===== src/rtl/ddr_chk_pkg.sv =====
package ddr_chk_pkg;

    typedef enum logic [3:0] {
        CMD_NOP    = 4'd0,
        CMD_DESEL  = 4'd1,
        CMD_MODE   = 4'd2,
        CMD_AREF   = 4'd3,
        CMD_SR_IN  = 4'd4,
        CMD_SR_OUT = 4'd5,
        CMD_ACT    = 4'd6,
        CMD_RD     = 4'd7,
        CMD_WR     = 4'd8,
        CMD_BST    = 4'd9,
        CMD_PRE    = 4'd10,
        CMD_PREA   = 4'd11,
        CMD_PD_IN  = 4'd12,
        CMD_PD_OUT = 4'd13,
        CMD_HOLD   = 4'd14
    } cmd_e;

    typedef enum logic [2:0] {
        RSN_NONE        = 3'd0,
        RSN_MODE_OPEN   = 3'd1,
        RSN_REF_OPEN    = 3'd2,
        RSN_RW_CLOSED   = 3'd3,
        RSN_ACT_OPEN    = 3'd4,
        RSN_RW_IN_WAP   = 3'd5,
        RSN_ACT_RECOVER = 3'd6
    } rsn_e;

    typedef enum logic [1:0] {
        BK_IDLE    = 2'd0,
        BK_ACTIVE  = 2'd1,
        BK_BURST   = 2'd2,
        BK_RECOVER = 2'd3
    } bk_e;

endpackage


===== src/rtl/ddr_bank_track.sv =====
module ddr_bank_track
    import ddr_chk_pkg::*;
#(
    parameter int BURST_CYC = 2,
    parameter int T_RP      = 3
) (
    input  logic clk,
    input  logic rst_n,
    input  logic act_i,
    input  logic close_i,
    input  logic ap_i,
    input  logic ap_wr_i,
    output bk_e  state_o,
    output logic wap_o
);

    localparam int MAXC = (BURST_CYC > T_RP) ? BURST_CYC : T_RP;
    localparam int CW   = $clog2(MAXC + 1);

    typedef struct packed {
        bk_e         st;
        logic [CW-1:0] cnt;
        logic        wr;
    } bank_s;

    bank_s d, q;

    always_comb begin
        d = q;
        case (q.st)
            BK_IDLE: begin
                if (act_i) d.st = BK_ACTIVE;
            end
            BK_ACTIVE: begin
                if (ap_i) begin
                    d.st  = BK_BURST;
                    d.cnt = CW'(BURST_CYC);
                    d.wr  = ap_wr_i;
                end else if (close_i) begin
                    d.st = BK_IDLE;
                end
            end
            BK_BURST: begin
                if (q.cnt == CW'(1)) begin
                    d.st  = BK_RECOVER;
                    d.cnt = CW'(T_RP);
                    d.wr  = 1'b0;
                end else begin
                    d.cnt = q.cnt - CW'(1);
                end
            end
            default: begin
                if (q.cnt == CW'(1)) begin
                    d.st  = BK_IDLE;
                    d.cnt = '0;
                end else begin
                    d.cnt = q.cnt - CW'(1);
                end
            end
        endcase
    end

    always_ff @(posedge clk) begin
        if (!rst_n) q <= '{st: BK_IDLE, cnt: '0, wr: 1'b0};
        else        q <= d;
    end

    assign state_o = q.st;
    assign wap_o   = (q.st == BK_BURST) && q.wr;

    // a timed window always holds a live count
    assert_cnt_live_R6: assert property (@(posedge clk) disable iff (!rst_n)
        (q.st == BK_BURST || q.st == BK_RECOVER) |-> q.cnt != '0);

    // a burst is only entered from an open row
    assert_burst_entry_R6: assert property (@(posedge clk) disable iff (!rst_n)
        (q.st == BK_BURST && $past(q.st) != BK_BURST) |-> $past(q.st) == BK_ACTIVE);

    // recovery only ends by closing the bank
    assert_recover_exit_R8: assert property (@(posedge clk) disable iff (!rst_n)
        (q.st == BK_RECOVER) |=> (q.st == BK_RECOVER || q.st == BK_IDLE));

endmodule


===== config.mk =====
export PLATFORM = sky130hd
export DESIGN_NAME = ddr_bank_track
export DESIGN_NICKNAME = d
export VERILOG_FILES = /design/src/rtl/ddr_chk_pkg.sv /design/src/rtl/ddr_bank_track.sv
export SDC_FILE = /design/constraint.sdc
export NUM_CORES = 1
export LEC_CHECK = 0
export BUFFER_PORTS_ARGS = -buffer_cell sky130_fd_sc_hd__buf_4
export CORE_AREA = 2 2 39 41
export DETAILED_ROUTE_END_ITERATION = 8
export DIE_AREA = 0 0 41 43
export SETUP_SLACK_MARGIN = 0.5
export SLEW_MARGIN = 20
export SYNTH_ARGS = -nofsm -noshare
export SYNTH_HDL_FRONTEND = slang
export SYNTH_SLANG_ARGS = --single-unit

===== constraint.sdc =====
create_clock -name clk -period 3.1 [get_ports clk]
set_input_delay 0.62 -clock clk [delete_from_list [all_inputs] [get_ports clk]]
set_output_delay 0.62 -clock clk [all_outputs]
set_load 0.02 [all_outputs]

==> impl_results.md, run 1 <==
* Outcome: completed
* Combinational share of power at 0.536
* Vias/cell at 4.61
* Cell family with most CP delay: flip-flops
* Non-filler instance count after layout at 75
* Fillers at 154
* Worst path max stage delay at 0.43 ns
* RSZ-0062 raised after global routing: no
* Post-CTS Hold Fix Bufs at 0
* Hold Fails Final Rpt at 0
* Post-DP HPWL at 624 um
* Crit path required time at 2.48 ns
* GRT Resource Usage Total at 0.115
* Row cnt at 14
* Yosys warnings at 0
* Final Wtd Congestion at 0.745
* Total wire length at 827 um
* Tcrit/Tclk final at 0.655
* Maximum vdd drop at 0.423 mV
* Crit path DAT at 1.41 ns
* Most common cell after layout, fill and taps aside: ha_1
* Hold WS at 0.478 ns
* Fin nets at 75
* Max-Cap Viols at 0
* Share of layout cells above drive strength 1 at 0.220
* Die width at 41 um
* Flops & latches, synth at 5
* CTS tree: yes
* # setup viols final at 0
* Most frequent cells in the layout: ha_1 (9), inv_1 (8), buf_4 (8), nor2_1 (5), dfxtp_1 (5)
* IO Pins at 9
* Initial antenna violation count at 0
* Post-Syn Area per Cell at 8.81 um2
* PostCTS Resize Cnt at 0
* 1st-pass router iterations at 4
* Worst Slack Setup Final at 1.07 ns
* Internal at 0.000245 W
* Vias at 346
* N_diodes at 0
* Crit end category: output port
* First-pass GRT wire length at 1310 um
* Area Overhead vs Synth at 21.2%
* GR Overflow Total at 0
* Final slew viol count at 0
* Startpoint types: flop
* CTS max path bufs at 2
* Bufs and invs on worst path at 2
* Clk slew on worst S/H paths at 0.05 ns
* Unique masters post-synth at 23
* Cell Chain, Critical Path: inv_1 > ha_1 > and2_1 > buf_4
* Root Buffer: clkbuf_4
* Total CTS buffers at 3
* Die Area at 1760 um2
* Sequential share of power at 0.277
* Slowest cell on crit path: dfxtp_1
* H-tree Lvls at 1
* Syn nets at 64
* Fmax at 493 MHz
* Clock power share at 0.186
* Post-CTS Setup Bufs at 0
* Dpl cells at 71
* Fin crit period at 2.03 ns
* WL/cell at 11.0 um
* Post-Syn Area at 432 um2
* Final antenna-violating net count at 0
* Residual DRC at 0
* Port-buffer cells at 8
* Switch share at 0.433
* Worst-Margin Slew at 0.561 ns
* Clock Latency Late Sink at 0.25 ns
* Pre-CTS setup slack at 1.16 ns
* FFs w/ async S/R, synth at 0
* Leak Pwr at 0.245 nW
* Synth Flop Type: dfxtp_1
* Power per Cell Area at 828 nW/um2
* Number of synthesized flops with an enable pin at 0
* Worst Skew at 0.00256 ns
* Initial Util at 0.312
* Clock sink count at 5
* Setup TNS at 0 ns
* Worst-path maximum fanout at 6
* Hold Crit Class: reg2reg
* DIE HEIGHT at 43 um
* Cell count after synthesis at 49
* Vias in the first global route at 318
* Slew margin rel. at 0.626
* Net Switching at 0.000188 W
* Core Footprint at 1380 um2
* Largest net degree at the start of global routing at 8
* Sequential cell area fraction in the yosys report at 0.232
* Layout Utilization at 0.378
* Crit path kind: reg2out
* First DRT Iteration DRCs at 3
-- sequential cells by signal, indices dropped and copies added, names as in the netlist --
register,count
q,3
state_o,2
-- final timing paths --
path	endpoint	cells after the start	slack, ns	start
worst min-delay path	q[0]	2	0.48	q[0]
worst max-delay path	wap_o	4	1.07	state_o[0]
worst min register to register	q[0]	2	0.48	q[0]
worst max register to register	state_o[1]	6	1.14	state_o[0]
-- worst min-delay path, stage by stage, from the launching register on --
cell and delay, ns:
dfxtp_1 0.30, o21ai_0 0.06, a21boi_0 0.07
-- final cells by class --
class                           instances  area [um2]  area share
Clock buffer                            4        26.3      0.0502
Inverter                                8        30.0      0.0574
Multi-Input combinational cell         34         287       0.548
Sequential cell                         5         100       0.191
Tap cell                               16        20.0      0.0383
Timing Repair Buffer                    8        60.1       0.115
-- metrics by stage --
step | power (W) | instance area [um2]
after floorplan | 0.000305 | 432
after global placement | 0.000351 | 497
after detailed placement | 0.000353 | 497
after CTS | 0.000439 | 523
after global routing | 0.000477 | 523
final | 0.000433 | 523
-- kinds of logic after synthesis --
family	count (synthesis)	share of synthesized area
AND/OR/NAND/NOR	13	0.183
AO/OA/AOI/OAI	11	0.197
buffers and inverters	10	0.104
adder cells (fa/ha/maj)	9	0.261
flip-flops	5	0.232
multiplexers	1	0.0232
-- synthesized netlist by cell type (all sizes together) (2+ instances only) --
cell type,n,area [um2]
buf,2,15.0
dfxtp,5,100
ha,9,113
inv,8,30.0
nand2,2,7.51
nor2,5,18.8
o21ai,2,10.0
-- power groups by stage --
| stage | registers, W | logic (W) | clock network, W |
|---|---|---|---|
| detailed placement | 0.000122 | 0.000231 | 0 |
| floorplan | 0.000113 | 0.000192 | 0 |
| global placement | 0.000120 | 0.000231 | 0 |
| global route | 0.000126 | 0.000264 | 0.0000882 |
| CTS | 0.000121 | 0.000234 | 0.0000841 |
| finish | 0.000120 | 0.000232 | 0.0000806 |
-- routing by layer --
layer,vias up,GRT usage,routed length [um]
met1,148,0.154,442
met5,-,0,0
li1,187,-,-
met2,9,0.153,332
met3,2,0.0157,37
met4,0,0.100,14
No activity file was read; power rests on OpenSTA's default activity.
==> inputs of run 2 (changes only) <==
ABC_AREA = 1   (was unset)
clock period = 1.87 ns   (was 3.1 ns; I/O delays follow)
==> impl_results.md, run 2 <==
* Hold WS at 0.390 ns (was 0.478 ns)
* Most common cell after layout, fill and taps aside: nor2_1 (was ha_1)
* Vias in the first global route at 483 (was 318)
* Leak Pwr at 0.351 nW (was 0.245 nW)
* 1st-pass router iterations at 4 (unchanged)
* Reg2Reg Setup Slack at 0.57 ns (was 1.14 ns)
* Share of layout cells above drive strength 1 at 0.344 (was 0.220)
* Total CTS buffers at 3 (unchanged)
* Fmax at 712 MHz
* Worst setup path end: wap_o (unchanged)
* Port-buffer cells at 8 (unchanged)
* Register area at 105 um2 (was 100 um2)
* Worst-path maximum fanout at 2 (was 6)
* Root Buffer: clkbuf_4 (unchanged)
* Flops & latches, synth at 5 (unchanged)
* PnR Total Power at 0.00123 W (was 0.000433 W)
* Worst-Margin Slew at 0.188 ns (was 0.561 ns)
* FFs w/ async S/R, synth at 0 (unchanged)
* R2R cell count at 9 (was 6)
* Fin nets at 106 (was 75)
* Most flops, register: q (unchanged)
* IO Pins at 9 (unchanged)
* Final Wtd Congestion at 0.763 (was 0.745)
* Maximum vdd drop at 0.807 mV (was 0.423 mV)
* DIE HEIGHT at 43 um (unchanged)
* Most common cell in the netlist: nor2_1 (was ha_1)
* First DRT Iteration DRCs at 5 (was 3)
* H-tree Lvls at 1 (unchanged)
* Critical R2R Launch: state_o[1] (was state_o[0])
* Synth Flop Type: dfxtp_1 (unchanged)
* Cell count after synthesis at 74 (was 49)
* Final antenna-violating net count at 0 (unchanged)
* Worst setup path start: state_o[1] (was state_o[0])
* Worst Skew at 0.00419 ns (was 0.00256 ns)
* Crit Reg-Reg Endpoint: state_o[0] (was state_o[1])
* Post-Syn Area at 480 um2 (was 432 um2)
* Fillers at 136 (was 154)
* Pre-CTS setup slack at 0.440 ns (was 1.16 ns)
* Largest net degree at the start of global routing at 6 (was 8)
* GR Overflow Total at 0 (unchanged)
* Clock sink count at 5 (unchanged)
* Syn nets at 89 (was 64)
* Row cnt at 14 (unchanged)
* Post-Syn Area per Cell at 6.49 um2 (was 8.81 um2)
* Vias at 498 (was 346)
* N_diodes at 0 (unchanged)
* Die width at 41 um (unchanged)
* Final slew viol count at 0 (unchanged)
* Startpoint types: flop (unchanged)
* Post-CTS Hold Fix Bufs at 0 (unchanged)
* Clock Latency Late Sink at 0.24 ns (was 0.25 ns)
* Vias/cell at 4.70 (was 4.61)
* Initial Util at 0.347 (was 0.312)
* Largest area contributor in the netlist: ha_1 (unchanged)
* Total wire length at 1030 um (was 827 um)
* Post-synth top area share at 0.234 (was 0.261)
* Unique masters post-synth at 15 (was 23)
* CTS tree: yes (unchanged)
* Most frequent cells in the layout: nor2_1 (14), nand2_1 (13), buf_4 (10), inv_1 (9), ha_1 (7) (was ha_1 (9), inv_1 (8), buf_4 (8), nor2_1 (5), dfxtp_1 (5))
* GRT Resource Usage Total at 0.160 (was 0.115)
* Power per Cell Area at 1840 nW/um2 (was 828 nW/um2)
* RSZ-0062 raised after global routing: yes (was no)
* # setup viols final at 0 (unchanged)
* Residual DRC at 0 (unchanged)
* Multi-input logic area at 349 um2 (was 287 um2)
* Hold Fails Final Rpt at 0 (unchanged)
* WL/cell at 9.74 um (was 11.0 um)
* Initial antenna violation count at 0 (unchanged)
* Core Footprint at 1380 um2 (unchanged)
* Crit path required time at 1.50 ns (was 2.48 ns)
* Max reg flops at 3 (unchanged)
* Setup TNS at 0 ns (unchanged)
* Number of synthesized flops with an enable pin at 0 (unchanged)
* Clk slew on worst S/H paths at 0.04 ns (was 0.05 ns)
* First-pass GRT wire length at 1940 um (was 1310 um)
* Hold Crit Start: rst_n (was q[0])
* Sequential cell area fraction in the yosys report at 0.208 (was 0.232)
* Worst Slack Setup Final at 0.466 ns (was 1.07 ns)
* CTS max path bufs at 2 (unchanged)
* Post-DP HPWL at 703 um (was 624 um)
* Hold Crit Class: in2reg (was reg2reg)
* Crit end category: output port (unchanged)
* Crit path kind: reg2out (unchanged)
* Commonest cells in the netlist: nor2_1 (15), nand2_1 (14), inv_1 (11), ha_1 (9), dfxtp_1 (5) (was ha_1 (9), inv_1 (8), dfxtp_1 (5), nor2_1 (5))
* Top post-synthesis cells by area: ha_1 (23%), dfxtp_1 (21%), nor2_1 (12%), nand2_1 (11%), inv_1 (8.6%) (was ha_1 (26%), dfxtp_1 (23%), inv_1 (7.0%), nor2_1 (4.3%), buf_4 (3.5%))
* Yosys warnings at 0 (unchanged)
* Fin crit period at 1.40 ns
* Crit path DAT at 1.03 ns (was 1.41 ns)
* Outcome: completed (unchanged)
* Area Overhead vs Synth at 39.1% (was 21.2%)
* Slew margin rel. at 0.875 (was 0.626)
* Max-Cap Viols at 0 (unchanged)
* Tcrit/Tclk final at 0.751
* Die Area at 1760 um2 (unchanged)
* Layout Utilization at 0.483 (was 0.378)
[run 2: cell count changes after synthesis, moves of 2 or more]
cell,change
nand3_1,+3
a21oi_1,+2
inv_1,+3
nand2_1,+12
nand2_2,+3
nor2_1,+10
[run 2: cell families (layout without fill, tap and decap cells)]
kind of cell,Yosys count,in the layout,share of synthesized area
compound gates,8,8,0.0885
simple gates,38,38,0.344
fa+ha+maj,9,9,0.234
buf+inv,14,30,0.125
flops,5,5,0.208
[run 2: worst max-delay path, cell delays in order (launching register included)]
cell and delay, ns:
dfxtp_2 0.32, buf_6 0.12, ha_4 0.15, nand2_2 0.05, inv_2 0.03, buf_6 0.12
[run 2: where the power goes]
group          internal (W)  switching [W]  leakage, nW  total, W
clock             0.0000805      0.0000419       0.0150  0.000122
combinational      0.000388       0.000502        0.294  0.000891
sequential         0.000170      0.0000484       0.0423  0.000218
total              0.000638       0.000593        0.351   0.00123
[run 2: per-stage QoR]
step           instances  cell area, um2
3_5_place_dp          97             553
2_1_floorplan         74             480
3_3_place_gp          97             553
6_report             106             668
5_1_grt              106             668
4_1_cts              106             648
[run 2: layout make-up]
type / instances / share of cell area
Clock buffer: 4 / 0.0393
Inverter: 12 / 0.0712
Multi-Input combinational cell: 55 / 0.522
Sequential cell: 5 / 0.157
Tap cell: 16 / 0.0300
Timing Repair Buffer: 14 / 0.180
[run 2: worst min-delay path by stage]
stage,cells after the start,slack [ns],end
after floorplan,2,0.45,q[0]
after global placement,2,0.47,q[0]
after detailed placement,2,0.48,q[0]
after CTS,3,0.39,state_o[0]
after global routing,3,0.41,state_o[1]
final,3,0.39,state_o[0]
[run 2: per-layer routing]
layer / share of wire / GRT usage / vias to the layer above
li1: - / - / 259
met1: 0.45 / 0.215 / 222
met2: 0.47 / 0.219 / 11
met3: 0.034 / 0.0209 / 6
met4: 0.037 / 0.120 / 0
met5: 0 / 0 / -
[run 2: what timing repair did]
item                       CTS  global route
setup endpoints to repair    4             6
hold endpoints to repair     0             0
resized for setup           11             6
gates cloned                 0             0
pin swaps                    2             2
buffers inserted             5             0
==> inputs of run 3 (changes only) <==
ABC_AREA = 0   (was 1)
clock period = 1.3 ns   (was 1.87 ns; I/O delays follow)
==> impl_results.md, run 3 (synthesis results as in run 1) <==
* Outcome: finished, violations left (was completed)
* Failing checks: negative setup slack
* Worst-Margin Slew at 0.393 ns (was 0.188 ns)
* IO Pins at 9 (unchanged)
* Hold Crit Class: in2reg (unchanged)
* Combinational share of power at 0.698 (was 0.723)
* Port-buffer cells at 8 (unchanged)
* Fillers at 140 (was 136)
* Final Wtd Congestion at 0.707 (was 0.763)
* RSZ-0062 raised after global routing: yes (unchanged)
* Vias at 450 (was 498)
* Clock sink count at 5 (unchanged)
* Slew margin rel. at 0.731 (was 0.875)
* Root Buffer: clkbuf_4 (unchanged)
* Die width at 41 um (unchanged)
* Worst setup path start: state_o[1] (unchanged)
* Net Switching at 0.000648 W (was 0.000593 W)
* Residual DRC at 0 (unchanged)
* Crit end category: flop (was output port)
* Area Overhead vs Synth at 77.7% (was 39.1%)
* Internal at 0.000979 W (was 0.000638 W)
* First DRT Iteration DRCs at 5 (unchanged)
* Total CTS buffers at 3 (unchanged)
* Cell family with most CP delay: compound AO/OA/AOI/OAI gates (was flip-flops)
* Worst Skew at 0.00244 ns (was 0.00419 ns)
* Dpl cells at 85 (was 97)
* Max reg flops at 3 (unchanged)
* Most flops, register: q (unchanged)
* Core Footprint at 1380 um2 (unchanged)
* Row cnt at 14 (unchanged)
* Vias in the first global route at 423 (was 483)
* GR Overflow Total at 0 (unchanged)
* GRT Resource Usage Total at 0.145 (was 0.160)
* Switch share at 0.398 (was 0.481)
* Slowest cell on crit path: a222oi_1 (was dfxtp_2)
* Clk slew on worst S/H paths at 0.05 ns (was 0.04 ns)
* Initial Util at 0.312 (was 0.347)
* Total wire length at 1110 um (was 1030 um)
* Share of layout cells above drive strength 1 at 0.577 (was 0.344)
* Maximum vdd drop at 0.989 mV (was 0.807 mV)
* Tcrit/Tclk final at 1.19
* Crit path required time at 1.44 ns (was 1.50 ns)
* DIE HEIGHT at 43 um (unchanged)
* Crit path DAT at 1.68 ns (was 1.03 ns)
* H-tree Lvls at 1 (unchanged)
* Power per Cell Area at 2120 nW/um2 (was 1840 nW/um2)
* Die Area at 1760 um2 (unchanged)
* Startpoint types: flop (unchanged)
* Layout Utilization at 0.554 (was 0.483)
* Fin nets at 94 (was 106)
* R2R cell count at 6 (was 9)
* Hold Crit Endpoint: q[2] (was state_o[0])
* Most common cell after layout, fill and taps aside: buf_4 (was nor2_1)
* Largest net degree at the start of global routing at 8 (was 6)
* N_diodes at 0 (unchanged)
* CTS tree: yes (unchanged)
* Max-Cap Viols at 0 (unchanged)
* Vias/cell at 4.79 (was 4.70)
* Hold Crit Start: rst_n (unchanged)
* Fin crit period at 1.54 ns
* Crit Reg-Reg Endpoint: state_o[1] (was state_o[0])
* Initial antenna violation count at 0 (unchanged)
* Reg2Reg Setup Slack at -0.24 ns (was 0.57 ns)
* 1st-pass router iterations at 4 (unchanged)
* Worst path max stage delay at 0.38 ns (was 0.32 ns)
* WHS Path Cells at 2 (was 3)
* Worst Slack Setup Final at -0.244 ns (was 0.466 ns)
* WL/cell at 11.8 um (was 9.74 um)
* # setup viols final at 6 (was 0)
* Clock Latency Late Sink at 0.25 ns (was 0.24 ns)
* Worst-path maximum fanout at 5 (was 2)
* Fmax at 648 MHz
* Final antenna-violating net count at 0 (unchanged)
* Cell Chain, Critical Path: inv_4 > ha_4 > nor2b_4 > a222oi_1 > nand2_1 > a32o_1 (was buf_6 > ha_4 > nand2_2 > inv_2 > buf_6)
* Post-CTS Hold Fix Bufs at 0 (unchanged)
* Hold Fails Final Rpt at 0 (unchanged)
* CTS max path bufs at 2 (unchanged)
* Most frequent cells in the layout: buf_4 (22), inv_1 (6), nor2_1 (5), ha_1 (5), buf_6 (5) (was nor2_1 (14), nand2_1 (13), buf_4 (10), inv_1 (9), ha_1 (7))
* Clock power share at 0.112 (was 0.099)
* First-pass GRT wire length at 1680 um (was 1940 um)
* Crit path kind: reg2reg (was reg2out)
* Post-DP HPWL at 786 um (was 703 um)
* Critical R2R Launch: state_o[1] (unchanged)
* Bufs and invs on worst path at 1 (was 3)
* Final slew viol count at 0 (unchanged)
* Sequential share of power at 0.190 (was 0.177)
* Leak Pwr at 0.361 nW (was 0.351 nW)
* Non-filler instance count after layout at 94 (was 106)
-- run 3: final cells by class --
class	count	area (um2)	share of cell area
clock inverters	1	5.00	0.00653
inverters	8	37.5	0.0489
repair buffers	27	221	0.289
flip-flops and latches	5	108	0.140
well taps	16	20.0	0.0261
clock buffers	3	22.5	0.0294
multi-input cells	34	353	0.460
-- run 3: through the flow --
stage	worst slack, ns	instance area [um2]	hold slack (ns)	power (W)	TNS, ns
floorplan	-0.238	472	0.377	0.000806	-0.418
global placement	-0.245	642	0.473	0.00120	-0.668
detailed placement	-0.288	642	0.481	0.00121	-0.816
CTS	-0.282	731	0.281	0.00151	-1.13
global route	-0.337	767	0.297	0.00178	-1.47
finish	-0.244	767	0.290	0.00163	-1.01
-- run 3: worst max path at each step --
stage | end | cells after the start
6_report | state_o[1] | 6
2_1_floorplan | state_o[1] | 6
4_1_cts | state_o[1] | 6
3_3_place_gp | state_o[1] | 6
5_1_grt | state_o[1] | 6
3_5_place_dp | state_o[1] | 6
-- run 3: layer usage --
layer  vias up  track usage  wire, um
li1        227            -         -
met1       210        0.173       470
met2         9        0.219       564
met3         4       0.0628        49
met4         0       0.0600        20
met5         -            0         0
-- run 3: repair_timing --
| action | in CTS | in global routing |
|---|---|---|
| pin swaps | 4 | 2 |
| resized for setup | 10 | 3 |
| buffers inserted | 3 | 2 |
| setup endpoints to repair | 8 | 8 |
-- run 3: worst register-to-register path: stages (launching register included) --
cell	delay, ns
dfxtp_4	0.37
inv_4	0.05
ha_4	0.15
nor2b_4	0.13
a222oi_1	0.39
nand2_1	0.11
a32o_1	0.23
-- run 3: power by group through the flow --
| stage | Sequential, W | Clock [W] | Combinational (W) |
|---|---|---|---|
| 2_1_floorplan | 0.000307 | 0 | 0.000499 |
| 3_3_place_gp | 0.000306 | 0 | 0.000891 |
| 3_5_place_dp | 0.000308 | 0 | 0.000903 |
| 4_1_cts | 0.000312 | 0.000188 | 0.00101 |
| 5_1_grt | 0.000319 | 0.000199 | 0.00126 |
| 6_report | 0.000310 | 0.000182 | 0.00113 |
